File: config.mk
export PLATFORM = sky130hd
export DESIGN_NAME = dual_issue_pair
export DESIGN_NICKNAME = d
export VERILOG_FILES = /design/src/rtl/pair_pkg.sv /design/src/rtl/pair_class_check.sv /design/src/rtl/pair_hazard.sv /design/src/rtl/dual_issue_pair.sv
export SDC_FILE = /design/constraint.sdc
export NUM_CORES = 1
export LEC_CHECK = 0
export ABC_AREA = 1
export BUFFER_PORTS_ARGS = -buffer_cell sky130_fd_sc_hd__buf_4
export CAP_MARGIN = 20
export CORE_MARGIN = 2
export CORE_UTILIZATION = 41
export DETAILED_ROUTE_END_ITERATION = 10
export PLACE_DENSITY = 0.79
export SLEW_MARGIN = 20
export SYNTH_ARGS = -nofsm -noshare
export SYNTH_HDL_FRONTEND = slang
export SYNTH_SLANG_ARGS = --single-unit
File: constraint.sdc
create_clock -name clk -period 1.1 [get_ports clk]
set_input_delay 0.11 -clock clk [delete_from_list [all_inputs] [get_ports clk]]
set_output_delay 0.11 -clock clk [all_outputs]
set_load 0.02 [all_outputs]
File: src/rtl/pair_pkg.sv
package pair_pkg;

    typedef enum logic [2:0] {
        CLS_SIMPLE  = 3'd0,
        CLS_COMPLEX = 3'd1,
        CLS_FP      = 3'd2,
        CLS_FXCH    = 3'd3,
        CLS_BRANCH  = 3'd4
    } insn_cls_e;

    localparam int CNT_W = 2;

endpackage

File: src/rtl/pair_class_check.sv
module pair_class_check
    import pair_pkg::*;
(
    input  insn_cls_e older_cls,
    input  insn_cls_e younger_cls,
    output logic      older_may_lead,
    output logic      younger_v_ok
);

    always_comb begin
        // an older branch must issue alone
        older_may_lead = (older_cls != CLS_BRANCH);
        // secondary pipe: simple ops, the FP exchange, and a trailing branch
        unique case (younger_cls)
            CLS_SIMPLE, CLS_FXCH, CLS_BRANCH: younger_v_ok = 1'b1;
            default:                          younger_v_ok = 1'b0;
        endcase
    end

endmodule

File: src/rtl/pair_hazard.sv
module pair_hazard #(
    parameter int RW   = 3,
    parameter int NSRC = 2
) (
    input  logic [RW-1:0]            older_dst,
    input  logic                     older_wr,
    input  logic [NSRC-1:0][RW-1:0]  young_src,
    input  logic [RW-1:0]            young_dst,
    input  logic                     young_wr,
    output logic                     conflict
);

    logic [NSRC-1:0] raw_hit;

    for (genvar g = 0; g < NSRC; g++) begin : g_src
        assign raw_hit[g] = older_wr && (young_src[g] == older_dst);
    end

    logic waw_hit;
    assign waw_hit  = older_wr && young_wr && (young_dst == older_dst);
    assign conflict = (|raw_hit) || waw_hit;

endmodule

File: src/rtl/dual_issue_pair.sv
module dual_issue_pair
    import pair_pkg::*;
#(
    parameter  int NREG = 8,
    localparam int RW   = $clog2(NREG)
) (
    input  logic                clk,
    input  logic                rst_n,
    input  logic                stall,
    input  logic                s0_valid,
    input  logic [2:0]          s0_cls,
    input  logic [RW-1:0]       s0_srca,
    input  logic [RW-1:0]       s0_srcb,
    input  logic [RW-1:0]       s0_dst,
    input  logic                s0_wr,
    input  logic                s1_valid,
    input  logic [2:0]          s1_cls,
    input  logic [RW-1:0]       s1_srca,
    input  logic [RW-1:0]       s1_srcb,
    input  logic [RW-1:0]       s1_dst,
    input  logic                s1_wr,
    output logic [CNT_W-1:0]    consume,
    output logic                u_valid,
    output logic [2:0]          u_cls,
    output logic [RW-1:0]       u_srca,
    output logic [RW-1:0]       u_srcb,
    output logic [RW-1:0]       u_dst,
    output logic                u_wr,
    output logic                v_valid,
    output logic [2:0]          v_cls,
    output logic [RW-1:0]       v_srca,
    output logic [RW-1:0]       v_srcb,
    output logic [RW-1:0]       v_dst,
    output logic                v_wr
);

    typedef struct packed {
        insn_cls_e     cls;
        logic [RW-1:0] srca;
        logic [RW-1:0] srcb;
        logic [RW-1:0] dst;
        logic          wr;
    } slot_t;

    typedef struct packed {
        logic  u_on;
        logic  v_on;
        slot_t u;
        slot_t v;
    } latch_t;

    slot_t  slot0, slot1;
    latch_t st_d, st_q;
    logic   older_may_lead, younger_v_ok, dep_conflict, pair_ok;
    logic [CNT_W-1:0] take_d;

    always_comb begin
        slot0 = '{cls: insn_cls_e'(s0_cls), srca: s0_srca, srcb: s0_srcb,
                  dst: s0_dst, wr: s0_wr};
        slot1 = '{cls: insn_cls_e'(s1_cls), srca: s1_srca, srcb: s1_srcb,
                  dst: s1_dst, wr: s1_wr};
    end

    pair_class_check u_cls_chk (
        .older_cls      (slot0.cls),
        .younger_cls    (slot1.cls),
        .older_may_lead (older_may_lead),
        .younger_v_ok   (younger_v_ok)
    );

    pair_hazard #(.RW(RW), .NSRC(2)) u_haz (
        .older_dst (s0_dst),
        .older_wr  (s0_wr),
        .young_src ({s1_srcb, s1_srca}),
        .young_dst (s1_dst),
        .young_wr  (s1_wr),
        .conflict  (dep_conflict)
    );

    assign pair_ok = s1_valid && older_may_lead && younger_v_ok && !dep_conflict;

    always_comb begin
        st_d   = st_q;
        take_d = '0;
        st_d.u_on = 1'b0;
        st_d.v_on = 1'b0;
        if (!stall && s0_valid) begin
            st_d.u_on = 1'b1;
            st_d.u    = slot0;
            take_d    = CNT_W'(1);
            if (pair_ok) begin
                st_d.v_on = 1'b1;
                st_d.v    = slot1;
                take_d    = CNT_W'(2);
            end
        end
    end

    always_ff @(posedge clk or negedge rst_n) begin
        if (!rst_n) st_q <= '0;
        else        st_q <= st_d;
    end

    assign consume = take_d;
    assign u_valid = st_q.u_on;
    assign u_cls   = st_q.u.cls;
    assign u_srca  = st_q.u.srca;
    assign u_srcb  = st_q.u.srcb;
    assign u_dst   = st_q.u.dst;
    assign u_wr    = st_q.u.wr;
    assign v_valid = st_q.v_on;
    assign v_cls   = st_q.v.cls;
    assign v_srca  = st_q.v.srca;
    assign v_srcb  = st_q.v.srcb;
    assign v_dst   = st_q.v.dst;
    assign v_wr    = st_q.v.wr;

    // checks on the issued pair
    assert_v_needs_u_R2: assert property (@(posedge clk) disable iff (!rst_n)
        v_valid |-> u_valid);
    assert_v_class_R3: assert property (@(posedge clk) disable iff (!rst_n)
        v_valid |-> (v_cls == 3'd0 || v_cls == 3'd3 || v_cls == 3'd4));
    assert_branch_alone_R4: assert property (@(posedge clk) disable iff (!rst_n)
        (u_valid && u_cls == 3'd4) |-> !v_valid);
    assert_no_raw_R5: assert property (@(posedge clk) disable iff (!rst_n)
        (v_valid && u_wr) |-> (v_srca != u_dst && v_srcb != u_dst));
    assert_no_waw_R6: assert property (@(posedge clk) disable iff (!rst_n)
        (v_valid && u_wr && v_wr) |-> (v_dst != u_dst));
    assert_stall_take_R7: assert property (@(posedge clk) disable iff (!rst_n)
        stall |-> consume == '0);
    assert_stall_bubble_R7: assert property (@(posedge clk) disable iff (!rst_n)
        stall |=> (!u_valid && !v_valid));
    assert_take_matches_R8: assert property (@(posedge clk) disable iff (!rst_n)
        consume <= CNT_W'(2) ##1 1'b1 |-> ($past(consume) == CNT_W'(u_valid) + CNT_W'(v_valid)));
    assert_empty_head_R10: assert property (@(posedge clk) disable iff (!rst_n)
        !s0_valid |-> consume == '0);

endmodule

# [Yosys cells after proc, flatten, opt, wreduce, memory -nomap -nowiden]
# Index checks and enable logic that the tools add are counted.
[word_totals] register_bits=28 in_bits=31 out_inout_bits=30 word_cells=39
[classes] eq_ne=6 muxes=6 reduce_logical=15
[op_table] cell="2-to-1 mux 28 bit" count=1
[op_table] cell="2-to-1 mux 13 bit" count=1
[op_table] cell="equality test 3 bit" count=3
[op_table] cell="logical AND 1 bit" count=8
[op_table] cell="2-to-1 mux 2 bit" count=2
[op_table] cell="equality test 3 x 2 -> 1 bit, second input constant" count=1
[op_table] cell="equality test 3 bit, second input constant" count=1
[op_table] cell="logical NOT 3 bit" count=1
[op_table] cell="inequality test 3 bit, second input constant" count=1
[op_table] cell="OR reduction 3 bit" count=1
[op_table] cell="logical NOT 1 bit" count=2
[op_table] cell="2-to-1 mux 1 bit" count=2
[op_table] cell="AND reduction 2 bit" count=1
[op_table] cell="OR reduction 2 bit" count=1
[op_table] cell="logical OR 1 bit" count=1

# [Logic depth before layout (Yosys ltp)]
# Gate-level depths: netlist of the first run.
[logic_depth] word_depth=8 mapped_depth=11 ltp_nobuf=10

# [Modules after synthesis]
# Synthesis of the first run repeated with hierarchy kept, for this count alone.
[unflattened] cells_unflattened=171 area_unflattened_um2=1332.5
[by_module_without_submodules] mod="dual_issue_pair" instances=1 cells_each=126 area_per_inst_um2=1139.8
[by_module_without_submodules] mod="pair_hazard" instances=1 cells_each=37 area_per_inst_um2=161.4
[by_module_without_submodules] mod="pair_class_check" instances=1 cells_each=8 area_per_inst_um2=31.3

# [Least setup slack after synthesis of the first run]
# OpenSTA, ideal clock, no wires.
[synth_path] kind="input to output" start="in s0_valid" end="out consume[0]" t_arrival_ns=1.072 t_required_ns=0.990 setup_slack_ns=-0.082 cell_stages=5 path_cell_list="inv_1 -> nor2_4 -> clkinv_1 -> clkbuf_1 -> a21oi_1"
[synth_via] elab_chain_len=2
[synth_rtl] item="start: declaration" line_no="dual_issue_pair.sv:10" source="input logic s0_valid,"
[synth_rtl] item="logical AND 1 bit" line_no="dual_issue_pair.sv:87" source="if (!stall && s0_valid) begin"
[synth_rtl] item="2-to-1 mux 2 bit" line_no="dual_issue_pair.sv:87"
[synth_rtl] item="end: declaration" line_no="dual_issue_pair.sv:22" source="output logic [CNT_W-1:0] consume,"
# No other way between the ends.

# [Worst setup path after layout of the first run]
[layout_path] start="in s1_dst[1]" end="out consume[0]"
[layout_via] elab_chain_len=7
[layout_rtl] item="start: declaration" line_no="dual_issue_pair.sv:20" source="input logic [RW-1:0] s1_dst,"
[layout_rtl] item="equality test 3 bit" line_no="pair_hazard.sv:20" source="assign waw_hit = older_wr && young_wr && (young_dst == older_dst);"
[layout_rtl] item="logical AND 1 bit" line_no="pair_hazard.sv:20"
[layout_rtl] item="logical OR 1 bit" line_no="pair_hazard.sv:21" source="assign conflict = (|raw_hit) || waw_hit;"
[layout_rtl] item="logical NOT 1 bit" line_no="dual_issue_pair.sv:80" source="assign pair_ok = s1_valid && older_may_lead && younger_v_ok && !dep_conflict;"
[layout_rtl] item="logical AND 1 bit" line_no="dual_issue_pair.sv:80"
[layout_rtl] item="2-to-1 mux 2 bit" line_no="dual_issue_pair.sv:91" source="if (pair_ok) begin"
[layout_rtl] item="2-to-1 mux 2 bit" line_no="dual_issue_pair.sv:87"
# No other way between the ends.

==> results.txt, run 1 <==
The hold violation total from the final report is 0. The remaining global-route overflow is 0. The synthesized area per cell came out at 8.152 µm². The path class of the tightest hold or removal check is in -> reg. The type of element capturing the critical path is a primary output. The TritonCTS sink count is 28. For this block, the initial DRC count from the detailed router was 42. The final reports fail on negative setup slack. The total DRC errors in the routed layout came out at 0.

The clock input transition at the sequential cells of the worst setup and hold paths came out at 0.14 ns. The number of endpoints failing setup at the final stage is 1. The max-slew violation count came to 0.

On the critical path, the stage with the largest delay is an instance of buf_4. The number of distinct standard cells referenced by the synthesized netlist came out at 23. The tightest hold path in the finished design has a slack of 0.01724 ns. Detailed placement ended at an HPWL of 2536 µm.

The die outline area is 0.003712 mm². After floorplanning, the core was sized to cover 0.003078 mm². The count of standard-cell rows came out at 20. The capture endpoint of the worst hold path is u_wr. The sequential element share of the synthesized area came out at 0.5273. The cell depth of the worst min-delay path is 3. The clock buffer count from CTS is 3. The floorplan step set the die width to 60.93 µm. The startpoint identified for the worst register-to-register timing path is u_dst[1]. The H-tree depth is 1. The total track usage is 0.2012. The post-synthesis register bit count came out at 28.

The run finished, with violations left. The total vias in the final route is 1,378. The maximum clock frequency is 0.8706 GHz. The type of the setup path with the least slack is in -> out.

The final worst setup slack came out at -0.04867 ns. The root buffer cell is clkbuf_4. The data arrival time of the worst path is 1.04 ns.

STA classifies the critical path startpoint as an input pin. Walking the worst path, the cells encountered are buf_4 -> nand2_2 -> nand2_1 -> nor2_1 -> nand2_1 -> nand3_2 -> nand2_4 -> a21oi_2 -> buf_4. The final clock skew is 0 ns. The final critical path time including I/O delays and setup came out at 1.149 ns. In the finished design, the share of the clock period the worst path needs comes to 1.044. Yosys printed 0 warnings. The number of nets with antenna violations after routing is 0. The number of cell instances on the worst register-to-register path came out at 2. The worst-skew pair later-pin latency came out at 0.32 ns. The first TritonRoute pass finished after 4 iterations. The core occupancy in the finished layout came out at 0.6980. The initial antenna violation count came out at 0. TritonCTS built the clock tree. The die is 60.93 µm tall. Summing every instance area after synthesis gives 0.001329 mm². The number of nets handed over by synthesis was 194. The area growth from synthesis to layout came out at 61.68%. The maximum number of pins on one net before global-route repair is 29. Summed over all cells, the static leakage comes to 1.217 nW.

For this design the ratio of total power to cell area is 1338 mW/mm². The longest clock path from root to sink contains 2 buffers. The worst pin sits at a relative slew slack of 0.7685. The maximum VDD drop came out at 712.4 µV.

The count of nets after finishing is 284. The wire length per cell came out at 12.64 µm. The endpoint of the worst register-to-register path is u_dst[1]. The initial standard-cell utilization of the core came out at 0.4317. The number of violations of the max-capacitance limit is 0. The number of global-route vias before repair came out at 1,277. The routability congestion estimate is 0.7725. The maximum fanout along the worst path came out at 4. The setup slack of the most critical reg-to-reg path came out at 0.45 ns.

The startpoint identified for the worst hold timing path is s0_wr. The fraction of layout instances using a drive strength above 1 is 0.4087. Synthesis produced a netlist whose cell count is 163. The maximum single-stage delay on the critical path came out at 0.16 ns. For this block, the routed nets add up to 3741 µm of wire. The final instance area came out at 0.002148 mm².

Input and output buffers added on the ports amount to 60. The average vias per placed instance came out at 4.655. The placement-stage cell area came out at 0.001926 mm². The number of antenna repair diodes is 0.

Setup repair after global routing could not meet its margin everywhere. The number of top-level pins is 61. The global-route wire length before repair came out at 5485 µm.

The required time of the critical path came out at 0.99 ns. The actual transition at the worst max-transition pin came out at 0.3472 ns.
## stage by stage
stage                TNS [ns]  setup slack (ns)  total power, mW  cells
floorplan                   0           0.01593            1.814    163
global placement       -1.592           -0.1726            2.309    276
detailed placement     -1.645           -0.1920            2.331    276
CTS                 -0.007455         -0.007455            2.867    293
global route          -0.1268          -0.09127            3.042    296
finish               -0.04867          -0.04867            2.874    296
## critical path, delay by kind of cell
| family | cells | cell delay, ns |
|---|---|---|
| AO/OA/AOI/OAI | 1 | 0.15 |
| buffers and inverters | 2 | 0.29 |
| AND/OR/NAND/NOR | 6 | 0.49 |
## report_power, final
group / switching, mW / total, mW / internal, mW
logic: 0.574 / 1.07 / 0.494
registers: 0.103 / 1.31 / 1.21
clock network: 0.289 / 0.492 / 0.202
total: 0.966 / 2.87 / 1.91
## area by class of cell
class / count / area, µm²
clock buffer: 4 / 36.28
fill: 242 / 929.6
inverter: 16 / 67.56
multi-input combinational: 112 / 536.8
sequential: 28 / 700.7
tap: 44 / 55.05
timing repair buffer: 92 / 752.0
## cell usage after synthesis, drive strengths merged
master   n  area, µm²
o21ai    5      25.02
xnor2    1      8.760
o21a     1      7.510
dfrtp   28      700.7
nand2   82      315.3
nand3    4      42.54
nand4   12      75.07
inv     15      56.30
clkbuf   2      7.510
nor3     2      21.27
nor2     4      22.52
a21oi    1      5.000
buf      5      37.53
clkinv   1      3.750
## worst max path at each step
stage | from | end | slack [ns] | depth (start not counted)
3_5_place_dp | s0_cls[1] | consume[0] | -0.19 | 6
4_1_cts | s1_cls[0] | consume[0] | -0.007 | 7
3_3_place_gp | s0_cls[1] | consume[0] | -0.17 | 6
2_1_floorplan | s1_cls[0] | consume[1] | 0.02 | 7
5_1_grt | s0_dst[1] | consume[0] | -0.09 | 10
6_report | s1_dst[1] | consume[0] | -0.05 | 9
## what timing repair did
| item | 4_1_cts | 5_1_grt |
|---|---|---|
| resized for setup | 6 | 12 |
| setup buffers | 4 | 3 |
| hold buffers | 9 | 0 |
| endpoints found under the setup margin | 2 | 2 |
| pin swaps | 5 | 9 |
| hold endpoints to repair | 36 | 0 |
## sequential cells by signal, summed over array words and instances (netlist names)
register,cells
u_dst,3
v_cls,3
v_wr,1
u_cls,3
u_srca,3
u_srcb,3
v_srcb,3
v_srca,3
v_dst,3
u_wr,1
v_valid,1
u_valid,1
## routing by layer
metal,track usage,part of all wire
met1,0.2449,0.40
met2,0.3625,0.55
met3,0.02559,0.025
met4,0.07453,0.018
met5,0,0
## logic make-up (layout without fill, tap and decap cells)
family / count (synthesis) / after routing / synth area share
and+or+nand+nor: 104 / 104 / 0.3588
AOI/OAI and AO/OA: 7 / 7 / 0.02824
xor gates and xnor gates: 1 / 1 / 0.006593
DFF: 28 / 28 / 0.5273
buffers and inverters: 23 / 112 / 0.07909
## cell usage in the layout (no fill, tap or decap), types with 3 or more instances in the layout
master,instances
nand2_1,79
buf_4,76
dfrtp_1,28
nand4_1,12
inv_1,9
dlygate4sd3_1,9
buf_6,5
inv_2,4
o21ai_0,4
nor2_1,3
clkbuf_4,3
(Power assumes the default switching activity.)
==> run 2, diff against run 1 <==
--- a/config.mk
+++ b/config.mk
@@ -16,3 +16,4 @@
 export SYNTH_ARGS = -nofsm -noshare
 export SYNTH_HDL_FRONTEND = slang
+export SYNTH_HIERARCHICAL = 1
 export SYNTH_SLANG_ARGS = --single-unit
==> constraint.sdc (replaced) <==
create_clock -name clk -period 1.1 [get_ports clk]
set_input_delay 0.11 -clock clk [delete_from_list [all_inputs] [get_ports clk]]
set_output_delay 0.11 -clock clk [all_outputs]
set_load 0.005 [all_outputs]
==> run 2 against run 1 <==
Effect of this change: the run still ends with negative setup slack left; sequential cell count stayed put; critical path depth up 3; core utilization shrank 2.0 points; non-clock buffer count fell by 14; via count decreased by 2.8%; synthesized cell count up 4.9%; combinational power fell by 25%; sequential share of layout area increased by 0.98 points; critical path type unchanged; largest power group unchanged.
==> results.txt, run 2 <==
The cell area after synthesis is 0.001333 mm² (+0.28%). The count of warnings emitted by yosys came out at 6 (+6). The count of nets after finishing is 278 (-2.1%).

The number of detailed-route iterations in the first pass is 4 (unchanged). The critical path goes through buf_8 -> inv_4 -> nand2_2 -> nand2_2 -> nor2_2 -> nand3_1 -> nand3_2 -> inv_2 -> nand2_2 -> nor2_4 -> nor2_2 -> buf_4. The number of endpoints failing setup at the final stage is 2 (+1). The average vias per placed instance came out at 4.621 (-0.75%).

The final-layout fill cell count is 282 (+17%). The maximum fanout along the worst path is 5 (+1). The headroom to the max-slew limit is 0.7626 (-0.005916). The die outline area is 0.003722 mm² (+0.26%). The final instance area is 0.002086 mm² (-2.9%). The startpoint class of the critical path is an input pin.

The total DRC errors in the routed layout came out at 0 (unchanged). The number of antenna repair diodes came out at 0 (unchanged). The initial detailed-routing violation count came out at 86 (+100%). The startpoint of the most critical hold path is s0_dst[0]. The tree is rooted in a clkbuf_4. The most frequently used cell type in the post-synthesis netlist is nand2_1.

The global-route wire length before repair is 5471 µm (-0.26%). The final worst setup slack came out at -0.04557 ns (+0.003100 ns). The static leakage is 1.194 nW (-1.8%).

The xor/xnor cell area share of the yosys netlist came out at 0.01972 (+0.01313). The number of global-route vias before repair is 1,239 (-3.0%). The post-synthesis compound-gate area fraction came out at 0 (-0.02825). The number of cell instances on the worst register-to-register path is 2 (unchanged).

The number of top-level pins came to 61 (unchanged). The final critical path time including I/O delays and setup is 1.146 ns (-0.003100 ns). The checks that failed: negative setup slack. The setup slack of the most critical reg-to-reg path is 0.45 ns (about the same). The clock buffer count from CTS was 3 (unchanged). For this design, the slowest cell found on the critical path is nand3_2. The final worst-path cycle share came to 1.041 (-0.002818).

The routability congestion estimate is 0.7460 (-3.4%). The type of element capturing the critical path is a primary output. The synthesized area per cell is 7.793 µm² (-4.4%). The commonest non-fill, non-tap cell in the layout is nand2_1. The maximum clock insertion buffer count came out at 2 (unchanged).

Tracing the worst setup path back leads to its startpoint at s0_dst[1]. The number of standard cells after synthesis is 171 (+4.9%). The total vias in the final route came out at 1,340 (-2.8%). The remaining global-route overflow came out at 0 (unchanged).

The total length of routed wires was 3515 µm (-6.0%). The proportion of synthesized area in mux cells is 0 (unchanged). The critical path is of the in -> out type. The count of standard-cell rows is 20 (unchanged). The quantity of I/O buffers inserted on ports came out at 60 (unchanged). The maximum clock frequency is 0.8729 GHz (+0.27%). The area of the placeable core is 0.003078 mm² (unchanged). The TritonCTS clock tree is done. The initial standard-cell utilization of the core came out at 0.4329 (+0.001220). The area of all sequential standard cells came out at 700.7 µm² (unchanged). The final worst hold slack came to 0.004804 ns (-0.01243 ns). The area of the multi-input gates is 548.0 µm² (+2.1%). The data arrival time of the worst path is 1.04 ns (about the same). The total track usage is 0.2006 (-0.0006266). The maximum VDD drop is 672.3 µV (-5.6%).

The placement-stage cell area is 0.001810 mm² (-6.0%). The actual transition at the worst max-transition pin came out at 0.3561 ns (+0.008874 ns). In this run the critical register-to-register path is launched from u_cls[1]. The count of flip-flops with a built-in enable after synthesis came out at 0 (unchanged). The run finished, with violations left. The path with the worst hold slack has its endpoint at u_dst[0].

Setup repair after global routing could not meet its margin everywhere. The post-synthesis register bit count is 28 (unchanged). The basic-gate share of the synthesized area counting and, or, nand and nor cells is 0.3502 (-0.008522). After synthesis, the largest family of logic cells by area is simple AND/OR/NAND/NOR gates. The maximum number of pins on one net before global-route repair came out at 29 (unchanged).

The final clock skew came out at 0 ns (unchanged). The worst register-to-register path ends at u_cls[1]. The fraction of layout instances using a drive strength above 1 is 0.3862 (-0.02255).

The largest area contributor in the netlist is dfrtp_1. The async set-reset flop share out of synthesis came to 1.000 (unchanged). The die width is 61.01 µm (+0.13%).

The number of violations of the max-capacitance limit is 0 (unchanged). The class of the most critical hold timing path is in -> reg. The worst-skew pair later-pin latency was 0.33 ns (about the same). The cell repeated most along the worst path is nand2_2.

The wire length per cell was 12.12 µm (-4.1%). The area fraction of the dominant cell type after synthesis came out at 0.5258 (-0.001485). The clock input transition at the sequential cells of the worst setup and hold paths came out at 0.14 ns (about the same).

The cell depth of the worst min-delay path came out at 3 (unchanged). The H-tree depth is 1 (unchanged). Leaving out fill and tap cells, the most frequent cells in the layout are nand2_1 (81), buf_4 (61), dfrtp_1 (28).

The ratio of total power to cell area is 1334 mW/mm² (-0.33%). The max-slew violation count is 0 (unchanged). The required time of the critical path came out at 0.99 ns (about the same). The initial antenna violation count is 0 (unchanged). The sequential element share of the synthesized area came out at 0.5258 (-0.001485). The arithmetic-cell share of the synthesized area counting full adders, half adders and majority gates is 0 (unchanged).

The maximum single-stage delay on the critical path was 0.13 ns (-0.03 ns). The vertical die dimension came out at 61.01 µm (+0.13%). In the synthesized netlist the dominant register cell turns out to be dfrtp_1. The hold violation total from the final report was 0 (unchanged). The number of nets with antenna violations after routing is 0 (unchanged). The total power is 2.781 mW (-3.2%). The net count after synthesis was 202 (+4.1%). The final HPWL from detailed placement is 2333 µm (-8.0%).

After synthesis, the cell types taking the most area are dfrtp_1 (53%), nand2_1 (25%), nand3_1 (6.0%), inv_1 (4.5%), buf_6 (3.4%). The TritonCTS sink count came out at 28 (unchanged). The number of distinct standard cells referenced by the synthesized netlist came to 14 (-39%). The core occupancy in the finished layout is 0.6776 (-0.02033).

The area growth from synthesis to layout is 56.53%. Ranked by instance count, the synthesized netlist is headed by nand2_1 (89), dfrtp_1 (28), inv_1 (16), nand3_1 (16), buf_6 (4).
-- run 2: worst max-delay path by stage --
| stage | end | slack [ns] |
|---|---|---|
| 2_1_floorplan | consume[1] | 0.02 |
| 3_5_place_dp | v_cls[0] | -0.38 |
| 6_report | consume[0] | -0.05 |
| 5_1_grt | consume[0] | -0.12 |
| 3_3_place_gp | v_wr | -0.33 |
| 4_1_cts | consume[0] | -0.03 |
-- run 2: layout make-up --
cell class / count / share of cell area
clock inverters: 1 / 0.01440
inverters: 19 / 0.03899
multi-input cells: 117 / 0.2627
clock buffers: 3 / 0.01080
well taps: 44 / 0.02639
repair buffers: 78 / 0.3107
flip-flops and latches: 28 / 0.3359
-- run 2: logic make-up after synthesis --
| logic type | count (synthesis) |
|---|---|
| xor gates and xnor gates | 3 |
| and+or+nand+nor | 114 |
| buffers and inverters | 26 |
| DFF | 28 |
-- run 2: what timing repair did --
item,in CTS,in global routing
endpoints found under the setup margin,13,13
hold buffers,10,1
pin swaps,3,8
gates resized for setup,5,26
setup buffers,2,0
hold endpoints to repair,37,1
-- run 2: critical path: cells and delay by family --
kind / cells / cell delay (ns)
simple gates: 8 / 0.57
buf+inv: 4 / 0.36
-- run 2: per-stage QoR --
stage | setup WS [ns] | setup TNS [ns] | cells
floorplan | 0.01639 | 0 | 171
global placement | -0.3337 | -4.799 | 273
detailed placement | -0.3771 | -5.527 | 273
CTS | -0.03232 | -0.06214 | 289
global route | -0.1173 | -0.2055 | 290
finish | -0.04557 | -0.07322 | 290
-- run 2: routing by layer --
| metal | GRT usage | vias up | wire (µm) |
|---|---|---|---|
| li1 | - | 660 | - |
| met1 | 0.2630 | 626 | 1452 |
| met2 | 0.3548 | 50 | 1841 |
| met3 | 0.01891 | 4 | 181 |
| met4 | 0.05590 | 0 | 39 |
| met5 | 0 | - | 0 |
-- run 2: report_power, final --
part	internal [mW]	switching [mW]	total (mW)
Sequential	1.21	0.100	1.31
Combinational	0.456	0.348	0.804
Clock	0.369	0.296	0.665
Total	2.04	0.744	2.78
